===== config.mk =====
export PLATFORM = sky130hd
export DESIGN_NAME = flash_cmd_seq
export DESIGN_NICKNAME = d
export VERILOG_FILES = /design/src/rtl/fcs_pkg.sv /design/src/rtl/fcs_cmd_match.sv /design/src/rtl/fcs_sector_map.sv /design/src/rtl/fcs_protect.sv /design/src/rtl/flash_cmd_seq.sv
export SDC_FILE = /design/constraint.sdc
export NUM_CORES = 1
export LEC_CHECK = 0
export ABC_AREA = 0
export BUFFER_PORTS_ARGS = -buffer_cell sky130_fd_sc_hd__buf_2
export CORE_AREA = 2 2 70 72
export CTS_BUF_LIST = sky130_fd_sc_hd__clkbuf_8
export CTS_CLUSTER_DIAMETER = 40
export DETAILED_ROUTE_END_ITERATION = 10
export DIE_AREA = 0 0 72 74
export GPL_TIMING_DRIVEN = 0
export PLACE_DENSITY = 0.95
export SYNTH_ARGS = -nofsm -noshare
export SYNTH_HDL_FRONTEND = slang
export SYNTH_HIERARCHICAL = 1
export SYNTH_SLANG_ARGS = --single-unit

===== constraint.sdc =====
create_clock -name clk -period 3 [get_ports clk]
set_input_delay 0.75 -clock clk [delete_from_list [all_inputs] [get_ports clk]]
set_output_delay 0.75 -clock clk [all_outputs]
set_load 0.01 [all_outputs]

===== src/rtl/fcs_pkg.sv =====
package fcs_pkg;

    localparam int CMD_AW  = 15;
    localparam int NUM_BLK = 4;

    localparam logic [CMD_AW-1:0] KEY_ADDR_A = 15'h5555;
    localparam logic [CMD_AW-1:0] KEY_ADDR_B = 15'h2AAA;

    localparam logic [7:0] OP_UNL_A  = 8'hAA;
    localparam logic [7:0] OP_UNL_B  = 8'h55;
    localparam logic [7:0] OP_PROG   = 8'hA0;
    localparam logic [7:0] OP_ERPRE  = 8'h80;
    localparam logic [7:0] OP_IDIN   = 8'h90;
    localparam logic [7:0] OP_IDOUT  = 8'hF0;
    localparam logic [7:0] OP_CHIP   = 8'h10;
    localparam logic [7:0] OP_SECT   = 8'h30;
    localparam logic [7:0] OP_LOCK   = 8'h40;

    typedef enum logic [2:0] {
        ST_IDLE,
        ST_UNL1,
        ST_UNL2,
        ST_PROG,
        ST_ERA3,
        ST_ERA4,
        ST_ERA5
    } seq_state_e;

    typedef enum logic [1:0] {
        BLK_BOOT = 2'd0,
        BLK_PAR1 = 2'd1,
        BLK_PAR2 = 2'd2,
        BLK_MAIN = 2'd3
    } blk_e;

endpackage


===== src/rtl/fcs_cmd_match.sv =====
module fcs_cmd_match
    import fcs_pkg::*;
(
    input  logic [CMD_AW-1:0] addr_lo,
    input  logic [7:0]        data_lo,
    output logic              at_key_a,
    output logic              at_key_b,
    output logic [7:0]        op
);
    always_comb begin
        at_key_a = (addr_lo == KEY_ADDR_A);
        at_key_b = (addr_lo == KEY_ADDR_B);
        op       = data_lo;
    end
endmodule


===== src/rtl/fcs_sector_map.sv =====
module fcs_sector_map
    import fcs_pkg::*;
#(
    parameter int IDX_W = 4
) (
    input  logic [IDX_W-1:0] blk_idx,
    output blk_e             blk
);
    always_comb begin
        if (blk_idx == IDX_W'(0))      blk = BLK_BOOT;
        else if (blk_idx == IDX_W'(1)) blk = BLK_PAR1;
        else if (blk_idx == IDX_W'(2)) blk = BLK_PAR2;
        else                           blk = BLK_MAIN;
    end
endmodule


===== src/rtl/fcs_protect.sv =====
module fcs_protect
    import fcs_pkg::*;
(
    input  blk_e               blk,
    input  logic               locked,
    output logic               prog_ok,
    output logic [NUM_BLK-1:0] sect_mask,
    output logic [NUM_BLK-1:0] chip_mask
);
    logic [NUM_BLK-1:0] all_blk;
    logic [NUM_BLK-1:0] boot_bit;

    for (genvar g = 0; g < NUM_BLK; g++) begin : g_bits
        assign all_blk[g]  = 1'b1;
        assign boot_bit[g] = (g == int'(BLK_BOOT));
    end

    always_comb begin
        prog_ok   = !(locked && blk == BLK_BOOT);
        chip_mask = locked ? (all_blk & ~boot_bit) : all_blk;
        sect_mask = '0;
        sect_mask[blk] = 1'b1;
        if (blk == BLK_BOOT && locked)
            sect_mask = '0;
        else if (blk == BLK_MAIN && !locked)
            sect_mask = sect_mask | boot_bit;
    end
endmodule


===== src/rtl/flash_cmd_seq.sv =====
module flash_cmd_seq
    import fcs_pkg::*;
#(
    parameter int ADDR_W = 17,
    parameter int DATA_W = 16,
    parameter int BLK_W  = 13
) (
    input  logic              clk,
    input  logic              rst_n,
    input  logic              wr_en,
    input  logic [ADDR_W-1:0] wr_addr,
    input  logic [DATA_W-1:0] wr_data,
    input  logic              rd_en,
    input  logic              busy,
    output logic              prog_go,
    output logic [ADDR_W-1:0] prog_addr,
    output logic [DATA_W-1:0] prog_data,
    output logic              chip_erase_go,
    output logic              sect_erase_go,
    output logic [NUM_BLK-1:0] erase_mask,
    output logic              lock_go,
    output logic              id_mode,
    output logic              boot_locked
);
    localparam int IDX_W = ADDR_W - BLK_W;

    typedef struct packed {
        seq_state_e         st;
        logic               id_mode;
        logic               locked;
        logic               prog_go;
        logic               chip_go;
        logic               sect_go;
        logic               lock_go;
        logic [NUM_BLK-1:0] mask;
        logic [ADDR_W-1:0]  paddr;
        logic [DATA_W-1:0]  pdata;
    } dec_t;

    dec_t state_d, state_q;

    logic               at_key_a, at_key_b;
    logic [7:0]         op;
    blk_e               blk;
    logic               prog_ok;
    logic [NUM_BLK-1:0] sect_mask, chip_mask;

    fcs_cmd_match u_match (
        .addr_lo  (wr_addr[CMD_AW-1:0]),
        .data_lo  (wr_data[7:0]),
        .at_key_a (at_key_a),
        .at_key_b (at_key_b),
        .op       (op)
    );

    fcs_sector_map #(.IDX_W(IDX_W)) u_map (
        .blk_idx (wr_addr[ADDR_W-1:BLK_W]),
        .blk     (blk)
    );

    fcs_protect u_prot (
        .blk       (blk),
        .locked    (state_q.locked),
        .prog_ok   (prog_ok),
        .sect_mask (sect_mask),
        .chip_mask (chip_mask)
    );

    always_comb begin
        state_d         = state_q;
        state_d.prog_go = 1'b0;
        state_d.chip_go = 1'b0;
        state_d.sect_go = 1'b0;
        state_d.lock_go = 1'b0;
        state_d.mask    = '0;
        if (rd_en) begin
            if (state_q.st != ST_IDLE) begin
                state_d.st      = ST_IDLE;
                state_d.id_mode = 1'b0;
            end
        end else if (wr_en && !busy) begin
            state_d.st = ST_IDLE;
            unique case (state_q.st)
                ST_IDLE: if (at_key_a && op == OP_UNL_A) state_d.st = ST_UNL1;
                ST_UNL1: if (at_key_b && op == OP_UNL_B) state_d.st = ST_UNL2;
                ST_UNL2: begin
                    if (at_key_a) begin
                        if (op == OP_PROG)       state_d.st = ST_PROG;
                        else if (op == OP_ERPRE) state_d.st = ST_ERA3;
                        else if (op == OP_IDIN)  state_d.id_mode = 1'b1;
                        else if (op == OP_IDOUT) state_d.id_mode = 1'b0;
                    end
                end
                ST_PROG: begin
                    if (prog_ok) begin
                        state_d.prog_go = 1'b1;
                        state_d.paddr   = wr_addr;
                        state_d.pdata   = wr_data;
                    end
                end
                ST_ERA3: if (at_key_a && op == OP_UNL_A) state_d.st = ST_ERA4;
                ST_ERA4: if (at_key_b && op == OP_UNL_B) state_d.st = ST_ERA5;
                ST_ERA5: begin
                    if (op == OP_SECT) begin
                        if (sect_mask != '0) begin
                            state_d.sect_go = 1'b1;
                            state_d.mask    = sect_mask;
                        end
                    end else if (at_key_a && op == OP_CHIP) begin
                        state_d.chip_go = 1'b1;
                        state_d.mask    = chip_mask;
                    end else if (at_key_a && op == OP_LOCK) begin
                        state_d.lock_go = 1'b1;
                        state_d.locked  = 1'b1;
                    end
                end
                default: state_d.st = ST_IDLE;
            endcase
        end
    end

    always_ff @(posedge clk or negedge rst_n) begin
        if (!rst_n) begin
            state_q    <= '0;
            state_q.st <= ST_IDLE;
        end else begin
            state_q <= state_d;
        end
    end

    assign prog_go       = state_q.prog_go;
    assign prog_addr     = state_q.paddr;
    assign prog_data     = state_q.pdata;
    assign chip_erase_go = state_q.chip_go;
    assign sect_erase_go = state_q.sect_go;
    assign erase_mask    = state_q.mask;
    assign lock_go       = state_q.lock_go;
    assign id_mode       = state_q.id_mode;
    assign boot_locked   = state_q.locked;

    logic any_go;
    assign any_go = prog_go | chip_erase_go | sect_erase_go | lock_go;

    AST_ONE_START: assert property (@(posedge clk) disable iff (!rst_n)
        $onehot0({prog_go, chip_erase_go, sect_erase_go, lock_go}));
    AST_START_SHORT: assert property (@(posedge clk) disable iff (!rst_n)
        any_go |=> !any_go);
    AST_LOCK_STICKY: assert property (@(posedge clk) disable iff (!rst_n)
        boot_locked |=> boot_locked);
    AST_LOCK_WITH_GO: assert property (@(posedge clk) disable iff (!rst_n)
        lock_go |-> boot_locked);
    AST_BOOT_SAFE: assert property (@(posedge clk) disable iff (!rst_n)
        (boot_locked && (chip_erase_go || sect_erase_go)) |-> !erase_mask[0]);
    AST_SECT_MASK: assert property (@(posedge clk) disable iff (!rst_n)
        sect_erase_go |-> (erase_mask != '0));
    AST_BUSY_IGNORE: assert property (@(posedge clk) disable iff (!rst_n)
        (busy && !rd_en) |=> !any_go);
    AST_READ_ABORT: assert property (@(posedge clk) disable iff (!rst_n)
        rd_en |=> (!any_go && state_q.st == ST_IDLE));
    AST_READ_ID_OFF: assert property (@(posedge clk) disable iff (!rst_n)
        (rd_en && state_q.st != ST_IDLE) |=> !id_mode);

endmodule


# After elaboration in Yosys (flattened, before gate mapping)

Cells that the tools add are included.

Flip-flop bits (word level): 46
Latch bits: 0
Bits in writable memories: 0
Memory bits (read-only): 0
Input port bits: 38
Output and inout bits: 43
Word-level logic and storage cells: 106
Memories kept: 0

Add/sub/neg operators: 0
$mul: 0
Divide/modulo/power cells: 0
Order comparisons: 2
Eq/ne operators: 23
Shift operators: 0
Multiplexer cells: 44
Bitwise logic cells: 4
Reduce and logical (&&, ||, !) cells: 23

Operator list:

| operator                                                                 | count |
|---|---|
| 33-bit 2-to-1 mux                                                        | 2 |
| 46-bit 2-to-1 mux                                                        | 1 |
| 41-bit 2-to-1 mux                                                        | 1 |
| 8-bit equality test (second input constant)                              | 5 |
| 4-bit 2-to-1 mux                                                         | 7 |
| 1-bit 2-to-1 mux                                                         | 23 |
| 8-bit by 7-bit equality test with 1-bit output (second input constant)   | 2 |
| 15-bit by 14-bit equality test with 1-bit output (second input constant) | 1 |
| 15-bit equality test (second input constant)                             | 1 |
| 3-bit one-hot mux with 5 select lines                                    | 1 |
| 3-bit 2-to-1 mux                                                         | 4 |
| 3-bit equality test (second input constant)                              | 3 |
| 8-bit by 5-bit equality test with 1-bit output (second input constant)   | 1 |
| 8-bit by 6-bit equality test with 1-bit output (second input constant)   | 1 |
| 1-bit logical AND                                                        | 8 |
| 7-bit 2-to-1 mux                                                         | 1 |
| 7-bit AND reduction                                                      | 1 |
| 3-bit by 2-bit equality test with 1-bit output (second input constant)   | 2 |
| 2-bit 2-to-1 mux                                                         | 3 |
| 6-bit AND reduction                                                      | 1 |
| 2-bit nonzero test                                                       | 3 |
| 3-bit nonzero test                                                       | 2 |
| 4-bit by 1-bit equality test with 1-bit output (second input constant)   | 1 |
| 4-bit by 2-bit equality test with 1-bit output (second input constant)   | 1 |
| other kinds (15)                                                         | 20 |

# Logic depth before layout (Yosys ltp)

Gate-level depths: netlist of the first run.

Depth in word-level cells: 16
Mapped depth: 6
Depth with buffers taken out: 6

# Hierarchy

The synthesis of the first run kept the hierarchy.

Modules (own cells, without submodules):

| module         | instances | cells each | area each (um2) | seq. area each (um2) |
|---|---|---|---|---|
| flash_cmd_seq  | 1         | 173        | 2,249.7         | 1,151.1 |
| fcs_cmd_match  | 1         | 18         | 155.1           | 0.0 |
| fcs_protect    | 1         | 10         | 60.1            | 0.0 |
| fcs_sector_map | 1         | 2          | 12.5            | 0.0 |

# Least setup slack after synthesis of the first run

OpenSTA, ideal clock, no wires.

Path kind: input -> register
Start point: in wr_addr[1]
End point: reg state_q (netlist bit id_mode)
Arrival time: 2.384 ns
Required time: 2.935 ns
Setup slack: 0.551 ns
Stages: 6
Path buffers: 0
Cell sequence: or4b_1 nor4_2 nor4bb_1 nand4_1 mux2_2 nand2_1

Word-level cells in the longest chain between the ends: 3

RTL lines:

| element                              | RTL line             | text |
|---|---|---|
| from (decl)                          | flash_cmd_seq.sv:11  | `input logic [ADDR_W-1:0] wr_addr,` |
| 15-bit equality test                 | fcs_cmd_match.sv:11  | `at_key_a = (addr_lo == KEY_ADDR_A);` |
| named net at_key_a                   | flash_cmd_seq.sv:42  | `logic at_key_a, at_key_b;` |
| 2-bit nonzero test (no source line)  | n/a                  |  |
| 7-bit AND reduction (no source line) | n/a                  |  |
| to (signal assigned)                 | flash_cmd_seq.sv:127 | `state_q <= state_d;` |
| to (decl)                            | flash_cmd_seq.sv:40  | `dec_t state_d, state_q;` |

The timed path passes the listed nets, and every way through them passes these cells.
A chain may end at the register's enable or synchronous reset.

==> results of run 1 <==
==> through the flow <==
stage          power (W)  instance area [um^2]  cells
6_report         0.00109                  3050    347
5_1_grt          0.00114                  3050    347
4_1_cts          0.00111                  3050    347
3_5_place_dp    0.000712                  2950    339
3_3_place_gp    0.000709                  2950    339
2_1_floorplan   0.000664                  2480    205
==> per-layer routing <==
metal | vias up | wire, um
met3 | 4 | 237
met4 | 0 | 49
met1 | 878 | 2040
met5 | - | 0
li1 | 855 | -
met2 | 55 | 2490
==> final cells by class <==
class                   instances  area (um^2)
clock buffers                   5         68.8
inverters                       2         7.51
multi-input cells             103          920
flip-flops and latches         46         1150
repair buffers                 80          400
plain buffers                  54          407
well taps                      54         67.6
clock inverters                 3         25.0
fillers                       367         1550
==> placed cells by master, fill, tap and decap left out, types with 3 or more instances in the layout <==
| cell type | Yosys | final |
|---|---|---|
| sky130_fd_sc_hd__and3_1 | 3 | 3 |
| sky130_fd_sc_hd__buf_4 | 48 | 48 |
| sky130_fd_sc_hd__clkbuf_8 | 0 | 5 |
| sky130_fd_sc_hd__buf_2 | 0 | 80 |
| sky130_fd_sc_hd__or3_1 | 3 | 3 |
| sky130_fd_sc_hd__buf_6 | 3 | 3 |
| sky130_fd_sc_hd__o21ai_0 | 4 | 4 |
| sky130_fd_sc_hd__nand4bb_1 | 3 | 3 |
| sky130_fd_sc_hd__nor3b_1 | 3 | 3 |
| sky130_fd_sc_hd__nand4_1 | 3 | 3 |
| sky130_fd_sc_hd__mux2_2 | 33 | 33 |
| sky130_fd_sc_hd__conb_1 | 1 | 3 |
| sky130_fd_sc_hd__a22o_1 | 6 | 6 |
| sky130_fd_sc_hd__dfrtp_1 | 46 | 46 |
| sky130_fd_sc_hd__nor4bb_1 | 3 | 3 |
| sky130_fd_sc_hd__nand2_1 | 4 | 4 |
==> worst max path at each step <==
stage / startpoint / end / slack, ps / cells after the start
global route: wr_addr[1] / erase_mask[2]$_DFF_PN0_ / 330 / 7
detailed placement: wr_addr[1] / erase_mask[3]$_DFF_PN0_ / 130 / 7
finish: wr_addr[1] / erase_mask[3]$_DFF_PN0_ / 440 / 7
global placement: wr_addr[1] / erase_mask[3]$_DFF_PN0_ / 150 / 7
CTS: wr_addr[1] / erase_mask[2]$_DFF_PN0_ / 460 / 7
floorplan: wr_addr[1] / id_mode$_DFFE_PN0P_ / 550 / 6
==> flip-flops by register name (all words and copies together), names as in the netlist <==
| signal | flops |
|---|---|
| boot_locked | 1 |
| chip_erase_go | 1 |
| erase_mask | 4 |
| id_mode | 1 |
| lock_go | 1 |
| prog_addr | 17 |
| prog_data | 16 |
| prog_go | 1 |
| sect_erase_go | 1 |
| state_q | 3 |
==> critical path, stage by stage <==
cell and delay, ps:
sky130_fd_sc_hd__buf_2 110, sky130_fd_sc_hd__or4b_1 540, sky130_fd_sc_hd__nor4_2 480, sky130_fd_sc_hd__nor4bb_1 420, sky130_fd_sc_hd__and3_1 210, sky130_fd_sc_hd__clkbuf_2 150, sky130_fd_sc_hd__a22o_1 140
==> synthesized netlist by cell type (2+ instances only) <==
master                      number
sky130_fd_sc_hd__or4b_1          2
sky130_fd_sc_hd__dfrtp_1        46
sky130_fd_sc_hd__a22o_1          6
sky130_fd_sc_hd__nand4bb_1       3
sky130_fd_sc_hd__nor3b_1         3
sky130_fd_sc_hd__nor4bb_1        3
sky130_fd_sc_hd__buf_4          48
sky130_fd_sc_hd__nor4_2          2
sky130_fd_sc_hd__nor4_1          2
sky130_fd_sc_hd__o21ai_0         4
sky130_fd_sc_hd__and2_1          2
sky130_fd_sc_hd__inv_1           2
sky130_fd_sc_hd__nor2b_1         2
sky130_fd_sc_hd__or3b_2          2
sky130_fd_sc_hd__nand4_1         3
sky130_fd_sc_hd__nand4b_1        2
sky130_fd_sc_hd__clkbuf_1        2
sky130_fd_sc_hd__nor4b_2         2
sky130_fd_sc_hd__nor2_1          2
sky130_fd_sc_hd__nand2_1         4
sky130_fd_sc_hd__or3_1           3
sky130_fd_sc_hd__and3_1          3
sky130_fd_sc_hd__mux2_2         33
sky130_fd_sc_hd__buf_6           3
==> where the power goes <==
group           total, W  leakage (nW)  internal [W]       switching, W
clock           0.000394        0.0447      0.000168           0.000225
combinational  0.0000798          1.01     0.0000371          0.0000427
sequential      0.000619         0.643      0.000619  0.000000000000212
total            0.00109          1.70      0.000825           0.000268
==> cell families (layout without fill, tap and decap cells) <==
family,after synthesis,after routing,synth area share (%)
buffers and inverters,56,144,16.7
AND/OR/NAND/NOR,51,51,16.5
flip-flops,46,46,46.5
multiplexers,34,34,15.5
AO/OA/AOI/OAI,14,14,4.34
other,1,3,0.151
XOR/XNOR,1,1,0.354
==> Flow_metrics.wiki, run 1 <==
{| class="wikitable"
! Metric !! Value
|-
| Status || complete, no violations
|-
| Post-synth EDFFs || 0
|-
| Maximum fanout along the worst path || 5
|-
| Slew HR || 33.8%
|-
| Die span in y || 74 um
|-
| Most used flip-flop cell after synthesis || sky130_fd_sc_hd__dfrtp_1
|-
| Number of synthesized register bits || 46
|-
| Final Critical Period || 2560 ps
|-
| Register area share after synthesis || 46.5%
|-
| Top cell type's share of synthesized area || 46.5%
|-
| Initial antenna violation count || 0
|-
| Drt drc || 0
|-
| Clock transition at path regs || 90 ps
|-
| Horizontal die dimension || 72 um
|-
| Hold path startpoint || prog_data[2]$_DFFE_PN0P_
|-
| Clk root buf || sky130_fd_sc_hd__clkbuf_8
|-
| Setup TNS Final || 0 ps
|-
| Hold Path Sink || prog_data[2]$_DFFE_PN0P_
|-
| Synth top area cells || sky130_fd_sc_hd__dfrtp_1, sky130_fd_sc_hd__mux2_2, sky130_fd_sc_hd__buf_4
|-
| Pin count of the biggest net entering global routing || 47
|-
| Met3 usage || 2.98%
|-
| Worst IR Drop VDD || 0.248 mV
|-
| Worst path required time || 3240 ps
|-
| Launching point of the worst reg2reg path || state_q[44]$_DFFE_PN0P_
|-
| Reported max-cap violation count || 0
|-
| 1st-pass router iterations || 4
|-
| Worst slack, placed || 132 ps
|-
| # rows || 25
|-
| GRT Residual Overflow || 0
|-
| Met2 usage || 32.4%
|-
| Core area || 0.00460 mm^2
|-
| Post-synthesis to final-layout area growth || 23.0%
|-
| Cell area power density || 359 mW/mm^2
|-
| Clock Path Buffers || 2
|-
| IO Pins || 81
|-
| Clk sink count || 46
|-
| Worst Hold Class || reg2reg
|-
| Effective utilization at floorplan || 53.9%
|-
| Met1 track demand over resource || 22.9%
|-
| Flop-to-flop setup slack || 1090 ps
|-
| Syn. warnings || 6
|-
| Core Util, Final || 66.3%
|-
| WHS Path Cells || 1
|-
| Number of violations reported at the end of detailed-routing iteration 0 || 95
|-
| Final Wtd Congestion || 0.817
|-
| Data arrival at the endpoint of the critical path || 2800 ps
|-
| Vias per cell || 5.16
|-
| # H-tree levels || 2
|-
| Largest area contributor in the netlist || sky130_fd_sc_hd__dfrtp_1
|-
| Number of buffers created by CTS || 5
|-
| Post-detailed-route wirelength per cell || 13.9 um
|-
| Wire length of the first global-routing pass || 7640 um
|-
| Final setup violation count || 0
|-
| Share of async-settable or async-resettable flops after synthesis || 100%
|-
| Post-CTS Setup Inserts || 0
|-
| Slew at the pin with the worst max-slew slack || 993 ps
|-
| Standby leakage power || 1.70 nW
|-
| Overall die area || 0.00533 mm^2
|-
| Clock Skews || 5.30 ps
|-
| Ant diodes || 0
|-
| Antenna-violating nets left || 0
|-
| Port-buffer cells || 80
|-
| Post-cts repair resize count || 0
|-
| Clock tree from TritonCTS || built
|-
| Summed instance area of the synthesized netlist || 0.00248 mm^2
|-
| Unrepaired setup endpoints after global routing || no
|-
| Final hold violations || 0
|-
| Number of cells on the worst reg-to-reg path || 4
|-
| All-Layer GR Usage || 18.5%
|-
| Crit path capture type || register
|-
| Layout cells sized above 1 || 62.1%
|-
| Number of hold buffers added after CTS || 0
|-
| Number of nets in the layout || 330
|-
| Endpoint of the worst register-to-register path || prog_addr[9]$_DFFE_PN0P_
|-
| Fraction of the cycle the final worst path needs || 85.2%
|-
| Vias in the first global route || 1742
|-
| Start-to-end type of the worst setup path || in2reg
|-
| DP Wirelength || 3700 um
|-
| Worst Hold Slack || 496 ps
|-
| Count of cell types in the netlist || 43
|-
| Instance count of the mapped netlist || 203
|-
| Critical path launch point type || primary input
|-
| Drt total wl || 4820 um
|-
| Vias || 1792
|-
| Avg Inst Size Synth || 12.2 um^2
|-
| Busiest layer in global routing || met2
|-
| Final worst setup slack || 443 ps
|-
| Fmax || 0.391 GHz
|-
| Clock latency at the later pin of the worst-skew pair || 300 ps
|-
| Max-slew violation count || 0
|}
Power figures use the tool's default switching activity.
==> run 2, diff against run 1 <==
--- a/config.mk
+++ b/config.mk
@@ -7,13 +7,13 @@
 export LEC_CHECK = 0
 export ABC_AREA = 0
 export BUFFER_PORTS_ARGS = -buffer_cell sky130_fd_sc_hd__buf_2
-export CORE_AREA = 2 2 70 72
+export CORE_AREA = 2 2 73 75
 export CTS_BUF_LIST = sky130_fd_sc_hd__clkbuf_8
 export CTS_CLUSTER_DIAMETER = 40
 export DETAILED_ROUTE_END_ITERATION = 10
-export DIE_AREA = 0 0 72 74
+export DIE_AREA = 0 0 75 77
 export GPL_TIMING_DRIVEN = 0
-export PLACE_DENSITY = 0.95
+export PLACE_DENSITY = 0.91
 export SYNTH_ARGS = -nofsm -noshare
 export SYNTH_HDL_FRONTEND = slang
 export SYNTH_HIERARCHICAL = 1
==> constraint.sdc (replaced) <==
create_clock -name clk -period 2.8 [get_ports clk]
set_input_delay 0.7 -clock clk [delete_from_list [all_inputs] [get_ports clk]]
set_output_delay 0.7 -clock clk [all_outputs]
set_load 0.01 [all_outputs]
==> run 2 against run 1 <==
  * Die area increased by 8.4%
  * Register-to-register slack got worse by 180 ps
  * Via count decreased by 3.9%
  * Largest power group unchanged
==> Flow_metrics.wiki, run 2 (same netlist as run 1, synthesis figures left out) <==
{| class="wikitable"
! Metric !! Value
|-
| Status || complete, no violations
|-
| Drt drc || 0 (unchanged)
|-
| Data arrival at the endpoint of the critical path || 2780 ps (-20 ps)
|-
| Slew at the pin with the worst max-slew slack || 987 ps (-6.41 ps)
|-
| Unrepaired setup endpoints after global routing || no
|-
| Start-to-end type of the worst setup path || in2reg
|-
| # H-tree levels || 2 (unchanged)
|-
| Clock Skews || 6.53 ps (+1.23 ps)
|-
| Total power after layout || 0.00117 W (+6.9%)
|-
| Post-cts repair resize count || 0 (unchanged)
|-
| Pin count of the biggest net entering global routing || 47 (unchanged)
|-
| Critical path launch point type || primary input
|-
| Max-slew violation count || 0 (unchanged)
|-
| Most used cells in the layout excluding fill and tap cells || sky130_fd_sc_hd__buf_2, sky130_fd_sc_hd__buf_4, sky130_fd_sc_hd__dfrtp_1, sky130_fd_sc_hd__mux2_2, sky130_fd_sc_hd__a22o_1
|-
| All-Layer GR Usage || 18.0% (-0.47 points)
|-
| Vias || 1723 (-3.9%)
|-
| Wire length on met2 || 2430 um (-2.6%)
|-
| Effective utilization at floorplan || 49.8% (-4.1 points)
|-
| Maximum fanout along the worst path || 5 (unchanged)
|-
| Post-synthesis to final-layout area growth || 23.8%
|-
| Final hold violations || 0 (unchanged)
|-
| Clk sink count || 46 (unchanged)
|-
| IO Pins || 81 (unchanged)
|-
| Final Critical Period || 2550 ps
|-
| Launching point of the worst reg2reg path || state_q[43]$_DFFE_PN0P_
|-
| Launch point of the worst path || wr_addr[1]
|-
| Hold path startpoint || prog_data[2]$_DFFE_PN0P_
|-
| # rows || 26 (+4.0%)
|-
| Final Wtd Congestion || 0.833 (+1.9%)
|-
| Setup TNS Final || 0 ps (unchanged)
|-
| Clock transition at path regs || 80 ps (about the same)
|-
| Final instance count without filler cells || 363 (+4.6%)
|-
| Antenna-violating nets left || 0 (unchanged)
|-
| DP Wirelength || 3790 um (+2.6%)
|-
| Worst IR Drop VDD || 0.349 mV (+41%)
|-
| Vias in the first global route || 1730 (-0.69%)
|-
| Clk root buf || sky130_fd_sc_hd__clkbuf_8
|-
| Port-buffer cells || 80 (unchanged)
|-
| Fmax || 0.393 GHz
|-
| Overall die area || 0.00578 mm^2 (+8.4%)
|-
| Filler cell count || 407 (+11%)
|-
| Post-CTS Setup Inserts || 0 (unchanged)
|-
| Met3 wire len || 266 um (+12%)
|-
| Fraction of the cycle the final worst path needs || 90.9%
|-
| Clock tree from TritonCTS || built
|-
| Number of buffers created by CTS || 5 (unchanged)
|-
| Drt total wl || 4850 um (+0.54%)
|-
| Worst path required time || 3040 ps (-200 ps)
|-
| Most common cell after layout, fill and taps aside || sky130_fd_sc_hd__buf_2
|-
| Slew HR || 34.2% (+0.43 points)
|-
| GRT Residual Overflow || 0 (unchanged)
|-
| Top Metal Used || met4
|-
| Reported max-cap violation count || 0 (unchanged)
|-
| Standby leakage power || 1.70 nW (unchanged)
|-
| Core Util, Final || 61.6% (-4.6 points)
|-
| Layout cells sized above 1 || 62.1% (unchanged)
|-
| Worst Hold Class || reg2reg
|-
| Final setup violation count || 0 (unchanged)
|-
| Clock Path Buffers || 2 (unchanged)
|-
| Ant diodes || 0 (unchanged)
|-
| Die span in y || 77 um (+4.1%)
|-
| Post-detailed-route wirelength per cell || 13.4 um (-3.9%)
|-
| Clock latency at the later pin of the worst-skew pair || 300 ps (about the same)
|-
| 1st-pass router iterations || 4 (unchanged)
|-
| Total routed wire length on the met1 layer || 2080 um (+1.7%)
|-
| Number of nets in the layout || 330 (unchanged)
|-
| Crit path capture type || register
|-
| Initial antenna violation count || 0 (unchanged)
|-
| Number of placed cells counting well taps || 355 (+4.7%)
|-
| Vias per cell || 4.75 (-8.1%)
|-
| Flip-flop count of the largest register after layout || 17 (unchanged)
|-
| Core area || 0.00498 mm^2 (+8.2%)
|-
| Number of hold buffers added after CTS || 0 (unchanged)
|-
| Wire length of the first global-routing pass || 7980 um (+4.5%)
|-
| Cell area power density || 381 mW/mm^2 (+6.2%)
|-
| Number of violations reported at the end of detailed-routing iteration 0 || 43 (-55%)
|-
| Horizontal die dimension || 75 um (+4.2%)
|}
-- run 2: cell counts in the layout (fill, tap and decap cells not counted) --
No cell type changed its count.
-- run 2: path summary, 6_finish.rpt --
path | endpoint | slack [ps] | cells after the start
worst max register to register | prog_addr[13]$_DFFE_PN0P_ | 910 | 5
worst max-delay path | erase_mask[0]$_DFF_PN0_ | 250 | 7
max in group asynchronous | chip_erase_go$_DFF_PN0_ | 1640 | 1
min in group asynchronous | prog_data[3]$_DFFE_PN0P_ | 560 | 1
worst min register to register | prog_data[2]$_DFFE_PN0P_ | 510 | 1
worst min-delay path | prog_data[2]$_DFFE_PN0P_ | 510 | 1
-- run 2: power by group --
group	internal, W	switching, W
logic	0.0000398	0.0000453
clock network	0.000180	0.000239
registers	0.000664	0.000000000000184
-- run 2: metal layers --
layer	global-route usage, %	vias up
li1	-	852
met1	22.4	805
met2	29.3	57
met3	5.12	9
met4	6.61	0
met5	0	-
-- run 2: critical path, cell delays in order --
cell,delay [ps]
sky130_fd_sc_hd__buf_2,110
sky130_fd_sc_hd__or4b_1,560
sky130_fd_sc_hd__nor4_2,440
sky130_fd_sc_hd__nor4bb_1,470
sky130_fd_sc_hd__and3_1,210
sky130_fd_sc_hd__clkbuf_2,150
sky130_fd_sc_hd__a22o_1,140
-- run 2: final cells by class --
type / count / area (um^2) / share of cell area (%)
clock inverter: 3 / 25.0 / 0.816
clock buffer: 5 / 68.8 / 2.24
buffer: 54 / 407 / 13.3
timing repair buffer: 80 / 400 / 13.1
multi-input combinational: 103 / 920 / 30.0
tap: 70 / 87.6 / 2.86
inverter: 2 / 7.51 / 0.245
sequential: 46 / 1150 / 37.5
-- run 2: through the flow --
step / worst slack (ps) / hold slack [ps] / area (um^2)
6_report: 254 / 507 / 3070
5_1_grt: 121 / 527 / 3070
4_1_cts: 252 / 515 / 3070
3_5_place_dp: -54.0 / 488 / 2970
3_3_place_gp: -9.79 / 469 / 2970
2_1_floorplan: 401 / 404 / 2480
